`src/rtl/edo_rfsh_pkg.sv`:
```
`timescale 1ns/1ps
package edo_rfsh_pkg;

    localparam int unsigned WAKE_CYCLES = 8;

    typedef enum logic [1:0] {
        PH_PAUSE,
        PH_WAKE,
        PH_RUN
    } phase_e;

    typedef enum logic [1:0] {
        SQ_IDLE,
        SQ_CAS_LEAD,
        SQ_RAS_ACT,
        SQ_PRECH
    } seq_e;

    typedef struct packed {
        logic ras_n;
        logic cas_n;
        logic we_n;
        logic oe_n;
    } strobe_t;

    localparam strobe_t STROBES_IDLE = '{ras_n: 1'b1, cas_n: 1'b1, we_n: 1'b1, oe_n: 1'b1};

    // 128 ms spread over 4096 rows gives 31.25 us; over 2048 rows gives 62.5 us.
    function automatic int unsigned row_interval_cycles(int unsigned clk_mhz, logic four_k);
        return four_k ? (clk_mhz * 3125) / 100 : (clk_mhz * 3125) / 50;
    endfunction

    function automatic int unsigned cnt_w(int unsigned maxval);
        return (maxval < 2) ? 1 : $clog2(maxval + 1);
    endfunction

    function automatic int unsigned max3(int unsigned a, int unsigned b, int unsigned c);
        int unsigned m;
        m = (a > b) ? a : b;
        return (m > c) ? m : c;
    endfunction

endpackage

```
`src/rtl/edo_cbr_seq.sv`:
```
`timescale 1ns/1ps
module edo_cbr_seq
    import edo_rfsh_pkg::*;
#(
    parameter int unsigned CSR_CYC = 2,
    parameter int unsigned RAS_CYC = 6,
    parameter int unsigned PRE_CYC = 4
) (
    input  logic    clk,
    input  logic    rst,
    input  logic    start,
    output strobe_t strb,
    output logic    busy,
    output logic    done
);

    localparam int unsigned MAXC = max3(CSR_CYC, RAS_CYC, PRE_CYC);
    localparam int unsigned W    = cnt_w(MAXC);

    seq_e          st;
    logic [W-1:0]  cnt;
    logic          cnt_zero;

    assign cnt_zero = (cnt == '0);

    always_ff @(posedge clk) begin
        if (rst) begin
            st  <= SQ_IDLE;
            cnt <= '0;
        end else begin
            case (st)
                SQ_IDLE: begin
                    if (start) begin
                        st  <= SQ_CAS_LEAD;
                        cnt <= W'(CSR_CYC - 1);
                    end
                end
                SQ_CAS_LEAD: begin
                    if (cnt_zero) begin
                        st  <= SQ_RAS_ACT;
                        cnt <= W'(RAS_CYC - 1);
                    end else begin
                        cnt <= cnt - 1'b1;
                    end
                end
                SQ_RAS_ACT: begin
                    if (cnt_zero) begin
                        st  <= SQ_PRECH;
                        cnt <= W'(PRE_CYC - 1);
                    end else begin
                        cnt <= cnt - 1'b1;
                    end
                end
                SQ_PRECH: begin
                    if (cnt_zero) begin
                        st <= SQ_IDLE;
                    end else begin
                        cnt <= cnt - 1'b1;
                    end
                end
                default: st <= SQ_IDLE;
            endcase
        end
    end

    // Strobes decode straight from the state register: CAS# leads RAS#,
    // both release together on entry to precharge, WE#/OE# stay high.
    always_comb begin
        strb       = STROBES_IDLE;
        strb.cas_n = !((st == SQ_CAS_LEAD) || (st == SQ_RAS_ACT));
        strb.ras_n = !(st == SQ_RAS_ACT);
    end

    assign busy = (st != SQ_IDLE);
    assign done = (st == SQ_PRECH) && cnt_zero;

endmodule

```
`src/rtl/edo_row_timer.sv`:
```
`timescale 1ns/1ps
module edo_row_timer
    import edo_rfsh_pkg::*;
#(
    parameter int unsigned CLK_MHZ     = 100,
    parameter int unsigned MAX_BACKLOG = 8
) (
    input  logic clk,
    input  logic rst,
    input  logic run,
    input  logic mode_4k,
    input  logic served,
    output logic pending,
    output logic miss
);

    localparam int unsigned INTV4 = row_interval_cycles(CLK_MHZ, 1'b1);
    localparam int unsigned INTV2 = row_interval_cycles(CLK_MHZ, 1'b0);
    localparam int unsigned IW    = cnt_w(INTV2);
    localparam int unsigned BW    = cnt_w(MAX_BACKLOG);

    logic [IW-1:0] cnt;
    logic [IW-1:0] reload;
    logic [BW-1:0] backlog;
    logic          tick;
    logic          dec;

    assign reload = mode_4k ? IW'(INTV4 - 1) : IW'(INTV2 - 1);
    assign tick   = run && (cnt == '0);
    assign dec    = served && (backlog != '0);
    assign miss   = tick && (backlog == BW'(MAX_BACKLOG));

    always_ff @(posedge clk) begin
        if (rst || !run) begin
            cnt     <= reload;
            backlog <= '0;
        end else begin
            cnt <= tick ? reload : cnt - 1'b1;
            if (miss) begin
                backlog <= '0;
            end else begin
                case ({tick, dec})
                    2'b10:   backlog <= backlog + 1'b1;
                    2'b01:   backlog <= backlog - 1'b1;
                    default: backlog <= backlog;
                endcase
            end
        end
    end

    assign pending = (backlog != '0);

endmodule

```
`src/rtl/edo_init_ctl.sv`:
```
`timescale 1ns/1ps
module edo_init_ctl
    import edo_rfsh_pkg::*;
#(
    parameter int unsigned CLK_MHZ  = 100,
    parameter int unsigned PAUSE_US = 100
) (
    input  logic   clk,
    input  logic   rst,
    input  logic   miss,
    input  logic   seq_busy,
    input  logic   granted,
    output phase_e phase,
    output logic   wake_start
);

    localparam int unsigned PAUSE_CYC = CLK_MHZ * PAUSE_US;
    localparam int unsigned PW        = cnt_w(PAUSE_CYC);
    localparam int unsigned LW        = cnt_w(WAKE_CYCLES);

    logic [PW-1:0] pcnt;
    logic [LW-1:0] left;

    assign wake_start = (phase == PH_WAKE) && (left != '0) && !seq_busy && !granted;

    always_ff @(posedge clk) begin
        if (rst) begin
            phase <= PH_PAUSE;
            pcnt  <= PW'(PAUSE_CYC - 1);
            left  <= LW'(WAKE_CYCLES);
        end else begin
            case (phase)
                PH_PAUSE: begin
                    if (pcnt == '0) phase <= PH_WAKE;
                    else            pcnt  <= pcnt - 1'b1;
                end
                PH_WAKE: begin
                    if (wake_start)                      left  <= left - 1'b1;
                    else if ((left == '0) && !seq_busy)  phase <= PH_RUN;
                end
                PH_RUN: begin
                    if (miss) begin
                        phase <= PH_WAKE;
                        left  <= LW'(WAKE_CYCLES);
                    end
                end
                default: phase <= PH_PAUSE;
            endcase
        end
    end

endmodule

```
`src/rtl/edo_bus_arb.sv`:
```
`timescale 1ns/1ps
module edo_bus_arb
    import edo_rfsh_pkg::*;
(
    input  logic   clk,
    input  logic   rst,
    input  phase_e phase,
    input  logic   host_req,
    input  logic   pending,
    input  logic   seq_busy,
    input  logic   wake_start,
    output logic   granted,
    output logic   rfsh_start
);

    logic run_ph;
    assign run_ph = (phase == PH_RUN);

    // Owed refresh wins over a new request; an existing grant is kept.
    assign rfsh_start = wake_start || (run_ph && pending && !seq_busy && !granted);

    always_ff @(posedge clk) begin
        if (rst) granted <= 1'b0;
        else     granted <= host_req && (granted || (run_ph && !pending && !seq_busy));
    end

endmodule

```
`src/rtl/edo_refresh_sched.sv`:
```
`timescale 1ns/1ps
module edo_refresh_sched
    import edo_rfsh_pkg::*;
#(
    parameter int unsigned CLK_MHZ     = 100,
    parameter int unsigned PAUSE_US    = 100,
    parameter int unsigned CSR_CYC     = 2,
    parameter int unsigned RAS_CYC     = 6,
    parameter int unsigned PRE_CYC     = 4,
    parameter int unsigned MAX_BACKLOG = 8
) (
    input  logic clk,
    input  logic rst,
    input  logic mode_4k,
    input  logic host_req,
    output logic host_grant,
    output logic ras_n,
    output logic cas_n,
    output logic we_n,
    output logic oe_n,
    output logic init_done,
    output logic refresh_busy,
    output logic rfsh_missed
);

    phase_e  phase;
    strobe_t strb;
    logic    seq_busy, seq_done, rfsh_start, wake_start;
    logic    pending, miss, granted, missed_q;

    edo_init_ctl #(.CLK_MHZ(CLK_MHZ), .PAUSE_US(PAUSE_US)) init_i (
        .clk(clk), .rst(rst), .miss(miss), .seq_busy(seq_busy),
        .granted(granted), .phase(phase), .wake_start(wake_start)
    );

    edo_row_timer #(.CLK_MHZ(CLK_MHZ), .MAX_BACKLOG(MAX_BACKLOG)) timer_i (
        .clk(clk), .rst(rst), .run(phase == PH_RUN), .mode_4k(mode_4k),
        .served(seq_done), .pending(pending), .miss(miss)
    );

    edo_bus_arb arb_i (
        .clk(clk), .rst(rst), .phase(phase), .host_req(host_req),
        .pending(pending), .seq_busy(seq_busy), .wake_start(wake_start),
        .granted(granted), .rfsh_start(rfsh_start)
    );

    edo_cbr_seq #(.CSR_CYC(CSR_CYC), .RAS_CYC(RAS_CYC), .PRE_CYC(PRE_CYC)) seq_i (
        .clk(clk), .rst(rst), .start(rfsh_start),
        .strb(strb), .busy(seq_busy), .done(seq_done)
    );

    always_ff @(posedge clk) begin
        if (rst) missed_q <= 1'b0;
        else     missed_q <= miss;
    end

    assign host_grant   = granted;
    assign ras_n        = strb.ras_n;
    assign cas_n        = strb.cas_n;
    assign we_n         = strb.we_n;
    assign oe_n         = strb.oe_n;
    assign init_done    = (phase == PH_RUN);
    assign refresh_busy = seq_busy;
    assign rfsh_missed  = missed_q;

endmodule

```
`config.mk`:
```
export PLATFORM = sky130hd
export DESIGN_NAME = edo_refresh_sched
export DESIGN_NICKNAME = d
export VERILOG_FILES = /design/src/rtl/edo_rfsh_pkg.sv /design/src/rtl/edo_cbr_seq.sv /design/src/rtl/edo_row_timer.sv /design/src/rtl/edo_init_ctl.sv /design/src/rtl/edo_bus_arb.sv /design/src/rtl/edo_refresh_sched.sv
export SDC_FILE = /design/constraint.sdc
export NUM_CORES = 1
export LEC_CHECK = 0
export BUFFER_PORTS_ARGS = -buffer_cell sky130_fd_sc_hd__buf_2
export CORE_ASPECT_RATIO = 0.8
export CORE_UTILIZATION = 35
export DETAILED_ROUTE_END_ITERATION = 8
export GPL_ROUTABILITY_DRIVEN = 0
export PLACE_DENSITY = 0.61
export SYNTH_ARGS = -nofsm -noshare
export SYNTH_HDL_FRONTEND = slang
export SYNTH_SLANG_ARGS = --single-unit
```
`constraint.sdc`:
```
create_clock -name clk -period 3 [get_ports clk]
set_input_delay 0.45 -clock clk [delete_from_list [all_inputs] [get_ports clk]]
set_output_delay 0.45 -clock clk [all_outputs]
set_load 0.02 [all_outputs]
```
=== Yosys cells after proc, flatten, opt, wreduce, memory -nomap -nowiden ===
Cells that the tools add are included.

* Register bits: 44
* Bits in latches: 0
* RAM bits: 0
* Memory bits (read-only): 0
* Input port bits: 4
* Output and inout port bits: 8
* Memories kept: 0

* $add $sub $neg: 6
* $mul: 0
* Divide/modulo/power cells: 0
* Magnitude comparators: 0
* Equal/unequal tests: 18
* Shift operators: 0
* Multiplexer cells: 22
* Bitwise gates (word level): 1
* Reduce and logical (&&, ||, !) cells: 41

{| class="wikitable"
|+ Operators by type and width
! operator !! number
|-
| two-way mux 13 bit || 3
|-
| two-way mux 2 bit || 8
|-
| case mux 4 bit (2 select lines) || 2
|-
| logical AND 1 bit || 14
|-
| logical NOT 14 bit || 1
|-
| subtractor 14 x 1 -> 14 bit, second input constant || 1
|-
| logical NOT 13 bit || 1
|-
| subtractor 13 x 1 -> 13 bit, second input constant || 1
|-
| two-way mux 3 bit || 4
|-
| case mux 3 bit (4 select lines) || 1
|-
| != test 2 x 1 -> 1 bit, second input constant || 5
|-
| != test 2 bit, second input constant || 5
|-
| equality test 2 bit, second input constant || 4
|-
| two-way mux 4 bit || 2
|-
| case mux 2 bit (4 select lines) || 1
|-
| AND reduction 4 bit || 2
|-
| nonzero test 4 bit || 2
|-
| subtractor 4 x 1 -> 4 bit, second input constant || 2
|-
| equality test 2 x 1 -> 1 bit, second input constant || 3
|-
| logical NOT 1 bit || 6
|-
| case mux 2 bit (3 select lines) || 1
|-
| nonzero test 2 bit || 3
|-
| adder 4 x 1 -> 4 bit, second input constant || 1
|-
| equality test 4 bit, second input constant || 1
|-
| other kinds (9) || 14
|}

=== Longest topological paths before layout ===
* Depth in word-level cells: 7
* Depth in mapped cells: 12
* Mapped depth without buffers: 12

=== By module ===
From an unflattened synthesis, not the netlist that was laid out.

* Cell total of the unflattened synthesis: 289
* Area, all modules: 2552.4 um^2

{| class="wikitable"
|+ Modules (own cells, without submodules)
! module !! times used !! cells an instance !! area each (um^2)
|-
| edo_init_ctl || 1 || 126 || 1064.8
|-
| edo_row_timer || 1 || 101 || 933.4
|-
| edo_cbr_seq || 1 || 53 || 439.2
|-
| edo_bus_arb || 1 || 6 || 67.6
|-
| edo_refresh_sched || 1 || 3 || 47.5
|}

=== Worst setup path before layout ===
No wires, ideal clock.

* Path kind: flip-flop to flip-flop
* Start point: reg timer_i.cnt[0]
* End point: reg timer_i.backlog[2]
* Setup time: 0.070 ns
* Data arrival time: 2.631 ns
* Data required time: 2.930 ns
* Path slack: 0.299 ns
* Cell stages (with the launch flop): 13
* Path buffers: 0
* Period minus slack after synthesis: 2.701 ns
* Path through: dfxtp_1 inv_1 ha_1 or4b_1 nor3_1 nand2_1 ha_1 xor2_1 ha_1 a21oi_1 xor2_1 or3_1 a21oi_1

* Word-level cells in the longest chain between the ends: 4
* Elaborated cells on any way between the ends: 8
* Classes of those cells: eq/ne (2); mux (1); reduce/logical (5)

{| class="wikitable"
|+ RTL lines
! element !! line !! source
|-
| from (decl) || edo_row_timer.sv:22 || <nowiki>logic [IW-1:0] cnt;</nowiki>
|-
| from (signal assigned) || edo_row_timer.sv:35 || <nowiki>cnt <= reload;</nowiki>
|-
| from (signal assigned) || edo_row_timer.sv:38 || <nowiki>cnt <= tick ? reload : cnt - 1'b1;</nowiki>
|-
| logical NOT 13 bit (*) || edo_row_timer.sv:29 || <nowiki>assign tick = run && (cnt == '0);</nowiki>
|-
| logical AND 1 bit (*) || edo_row_timer.sv:29 ||
|-
| equality test 2 x 1 -> 1 bit (tied with other cells) || edo_row_timer.sv:42 || <nowiki>case ({tick, dec})</nowiki>
|-
| case mux 4 bit (2 select lines) (tied with other cells) || edo_row_timer.sv:42 ||
|-
| to (signal assigned) || edo_row_timer.sv:43 || <nowiki>2'b10: backlog <= backlog + 1'b1;</nowiki>
|-
| to (signal assigned) || edo_row_timer.sv:44 || <nowiki>2'b01: backlog <= backlog - 1'b1;</nowiki>
|-
| to (signal assigned) || edo_row_timer.sv:45 || <nowiki>default: backlog <= backlog;</nowiki>
|-
| to (decl) || edo_row_timer.sv:24 || <nowiki>logic [BW-1:0] backlog;</nowiki>
|}

Every way passes the cells marked *; elsewhere a longest branch is shown, timed or not.
A chain may end at the register's enable or synchronous reset.

=== Final worst setup path ===
Same ends and word-level chain as after synthesis.

==> results.md <==
- In this run the power density over the cells is about 560 nW/um^2.
- For this run, the total global-route usage over all layers was measured as 0.143.
- The area share of fa/ha/maj cells after synthesis is 0.107.
- In this run, the number of DRC markers left after iteration 0 of detailed routing was 36.
- Data on the critical path arrives at its endpoint at 2980 ps.
- The final instance count without filler cells is approximately 370.
- The distinct cell type count of the synthesized netlist is between 50 and 60.
- The detail route stage leaves a number of antenna-violating nets equal to 0.
- The total congestion overflow after global routing is 0.
- The tree is rooted in a sky130_fd_sc_hd__clkbuf_8.
- The average wire per cell in the routed design is approximately 13 um.
- The post-synthesis share of cell area spent on xor and xnor gates is 0.0818.
- The number of clock buffers inserted by TritonCTS is 5.
- The number of hold buffers added after CTS was 0.
- The via count of the first global-routing pass came to 1746.
- Counting flops and latches in the post-synthesis netlist gives 44.
- Yosys instantiated no cell more often than sky130_fd_sc_hd__dfxtp_1.
- The I/O pin count is 12.
- The vertical extent of the die is around 77 um.
- In the post-synthesis netlist, the biggest area contributors are sky130_fd_sc_hd__dfxtp_1 36%, sky130_fd_sc_hd__ha_1 11%, sky130_fd_sc_hd__xnor2_1 5.0%.
- The smallest hold slack is approximately 380 ps.
- Counting I/O delays and the setup requirement, the final critical path takes around 2700 ps.
- In the final layout, the share of cells above drive strength 1 is 0.125.
- The clock latency at the later pin of the worst-skew pair is 310 ps.
- The placement-stage cell area is 2590 um^2.
- The number of design rule violations left after detail routing is 0.
- The worst IR drop on VDD is approximately 0.25 mV.
- The final count of pins violating max slew came to 0.
- The minimum setup slack after placement is approximately 200 ps.
- The analysis attributes to net switching a power of 0.513 mW.
- The combinational fraction of design power is 0.294.
- In this run the worst path has a maximum fanout of 4.
- The number of buffers added on ports is 9.
- The first TritonRoute pass finished after 4 iterations.
- The worst setup slack after layout is between 200 and 300 ps.
- After detailed placement, the design holds a cell count of ~370.
- The transition time at the pin with the least slew margin is about 1100 ps.
- Across the run, the number of max-cap violations was 0.
- After synthesis the cells add up to approximately 2500 um^2.
- For the final database, setup skew stands at roughly 9 ps.
- The type of the most critical hold path is input port to flop.
- The number of enable flip-flop cells after synthesis is 0.
- At the worst endpoint, the required time is ~3200 ps.
- STA classifies the critical path startpoint as a flop.
- Entering global routing, the biggest net connects 22 pins.
- The count of endpoints failing setup in the final report is 0.
- Relative to the synthesized area, the layout overhead comes to 8.84%.
- The internal power contribution is approximately 0.98 mW.
- Of the total synthesized cell area, the portion taken by AND, OR, NAND and NOR gates is 0.241.
- The portion of the post-synthesis area used by sequential elements is 0.358.
- By area, the combinational part of the netlist is dominated by simple AND/OR/NAND/NOR gates.
- The area enclosed by the die boundary is approximately 7400 um^2.
- Yosys printed 0 warnings.
- The kind of capture point of the worst setup path is a flop.
- The placeable core area is around 6600 um^2.
- The post-route clock period utilization is 0.916.
- The TritonCTS clock tree is done.
- The count of inserted antenna diode cells is 0.
- Of the post-synthesis cell area, the part taken by muxes is 0.0168.
- The final layout contains 314 nets.
- The critical path class is flop to flop.
- The number of antenna violations at the first check in global routing is 0.
- The width of the chip is 95.8 um.
- The first global-routing pass estimated 8.14 mm of wire.
- Clock-pin slew was measured on the worst setup and hold paths at around 90 ps.
- The H-tree was split into 2 levels.
- The final sum of negative setup slack is 0 ps.
- In the synthesized netlist the async set-or-reset flop fraction comes to 0.
- The achievable clock frequency is 364 MHz.
- The top-area cell type share of the netlist area is 0.358.
- After legalization and detailed placement, the total HPWL measured about 3.4 mm.
- The leakage power of the design is just over 1 nW.
- The initial utilization of the core area, before any placement, comes to 0.373.
- The run finished with clean final reports.
- The buffer levels on the longest clock path is 2.
- The overall power after layout is approximately 1.5 mW.
- Dividing the detail-routed via count by the number of cells gives about 5.
- In this run the mean area of a mapped cell was slightly below 9 um^2.
- The share of the core filled with cells is 0.406.
- The final instance area is roughly 2700 um^2.
- Summing over every cut layer, the via total after detailed routing is 1874.
- The post-synthesis instance total is between 200 and 300.
- After floorplanning, the core was divided into 26 placement rows.
- Of the total power, registers draw 0.459.
- The relative max-transition margin is 0.260.
- Setup repair after global routing left no endpoint under its margin.
- The clock network fraction of total power is 0.247.
- Sorting the synthesized cells by how often they occur yields 44 x sky130_fd_sc_hd__dfxtp_1, 27 x sky130_fd_sc_hd__nor2_1, 23 x sky130_fd_sc_hd__inv_1.
- Of all cell types, the one taking the most synthesized area is sky130_fd_sc_hd__dfxtp_1.
- Of the total power, the share spent switching nets is 0.344.
- For this block, the routed nets add up to 4.69 mm of wire.
- The compound-cell area share of the yosys netlist is 0.144.
- The total count of hold-check failures in the final report is 0.
- Among all flip-flop cells after synthesis, the most frequent one is sky130_fd_sc_hd__dfxtp_1.
- The number of clock sinks seen by CTS is between 40 and 50.
==> cell usage in the layout (no fill, tap or decap), types with 2 or more instances in the layout <==
cell type                  count
sky130_fd_sc_hd__dfxtp_1      44
sky130_fd_sc_hd__nor2_1       27
sky130_fd_sc_hd__inv_1        23
sky130_fd_sc_hd__ha_1         21
sky130_fd_sc_hd__a21oi_1      18
sky130_fd_sc_hd__nand2_1      16
sky130_fd_sc_hd__xnor2_1      14
sky130_fd_sc_hd__nor3_1       11
sky130_fd_sc_hd__xor2_1        9
sky130_fd_sc_hd__buf_2         9
sky130_fd_sc_hd__o21ai_0       8
sky130_fd_sc_hd__or4_1         6
sky130_fd_sc_hd__or3_1         6
sky130_fd_sc_hd__nand3_1       5
sky130_fd_sc_hd__clkbuf_8      5
sky130_fd_sc_hd__nor4_1        4
sky130_fd_sc_hd__o31ai_1       4
sky130_fd_sc_hd__nand2b_1      4
sky130_fd_sc_hd__or2_2         3
sky130_fd_sc_hd__mux2i_1       3
sky130_fd_sc_hd__a211oi_1      3
sky130_fd_sc_hd__nand4_1       3
sky130_fd_sc_hd__nor2b_1       2
sky130_fd_sc_hd__or4_4         2
sky130_fd_sc_hd__a31oi_1       2
sky130_fd_sc_hd__o41ai_4       2
sky130_fd_sc_hd__or3b_2        2
sky130_fd_sc_hd__nor4b_1       2
sky130_fd_sc_hd__nand3b_1      2
sky130_fd_sc_hd__conb_1        2
sky130_fd_sc_hd__buf_4         2
==> flip-flops by register name, summed over array words and instances, names as in the netlist <==
name	cells
arb_i.granted	1
init_i.left	4
init_i.pcnt	14
init_i.phase	2
rfsh_missed	1
seq_i.cnt	3
seq_i.st	2
timer_i.backlog	4
timer_i.cnt	13
==> metal layers <==
layer,vias up,GRT usage,wire length (um)
met2,14,0.204,1940
met3,4,0.0446,139
met4,0,0.0522,50
met5,-,0,0
met1,862,0.200,2550
li1,994,-,-
==> cell type report <==
type	count	area [um^2]
tap	84	105
fill	660	3920
timing repair buffer	11	60.1
multi-input combinational	204	1470
sequential	44	881
clock buffer	5	68.8
clock inverter	2	12.5
inverter	23	86.3
==> logic make-up (layout without fill, tap and decap cells) <==
kind of cell    Yosys count  count (layout)
compound gates           48              48
xor+xnor                 23              23
simple gates            106             106
mux                       4               4
flops                    44              44
buf+inv                  29              41
fa+ha+maj                21              21
other cells               1               2
==> path summary, 6_finish.rpt <==
| kind | from | endpoint | slack (ps) | cells past startpoint |
|---|---|---|---|---|
| worst min-delay path | host_req | arb_i.granted | 380 | 2 |
| worst max register to register | timer_i.cnt[0] | timer_i.backlog[2] | 250 | 12 |
| worst min register to register | init_i.left[0] | init_i.left[0] | 480 | 2 |
| worst max-delay path | timer_i.cnt[0] | timer_i.backlog[2] | 250 | 12 |
==> worst max-delay path: stages (launching register included) <==
cell	delay, ps
sky130_fd_sc_hd__dfxtp_1	340
sky130_fd_sc_hd__inv_1	80
sky130_fd_sc_hd__ha_1	130
sky130_fd_sc_hd__or4b_1	510
sky130_fd_sc_hd__nor3_2	210
sky130_fd_sc_hd__nand2_1	100
sky130_fd_sc_hd__ha_1	270
sky130_fd_sc_hd__xor2_1	160
sky130_fd_sc_hd__ha_1	180
sky130_fd_sc_hd__a21oi_1	140
sky130_fd_sc_hd__xor2_1	100
sky130_fd_sc_hd__or3_1	310
sky130_fd_sc_hd__a21oi_1	140
==> power groups by stage <==
stage / Sequential (mW) / Combinational (mW) / Clock, mW
after detailed placement: 0.697 / 0.438 / 0
after global placement: 0.697 / 0.429 / 0
after floorplan: 0.687 / 0.359 / 0
after CTS: 0.684 / 0.440 / 0.381
after global routing: 0.693 / 0.515 / 0.404
final: 0.685 / 0.439 / 0.368
==> what timing repair did <==
| action | in CTS | in global routing |
|---|---|---|
| gates resized for setup | 0 | 1 |
| endpoints found under the setup margin | 0 | 1 |
| buffers inserted | 0 | 0 |
(Power assumes the default switching activity.)
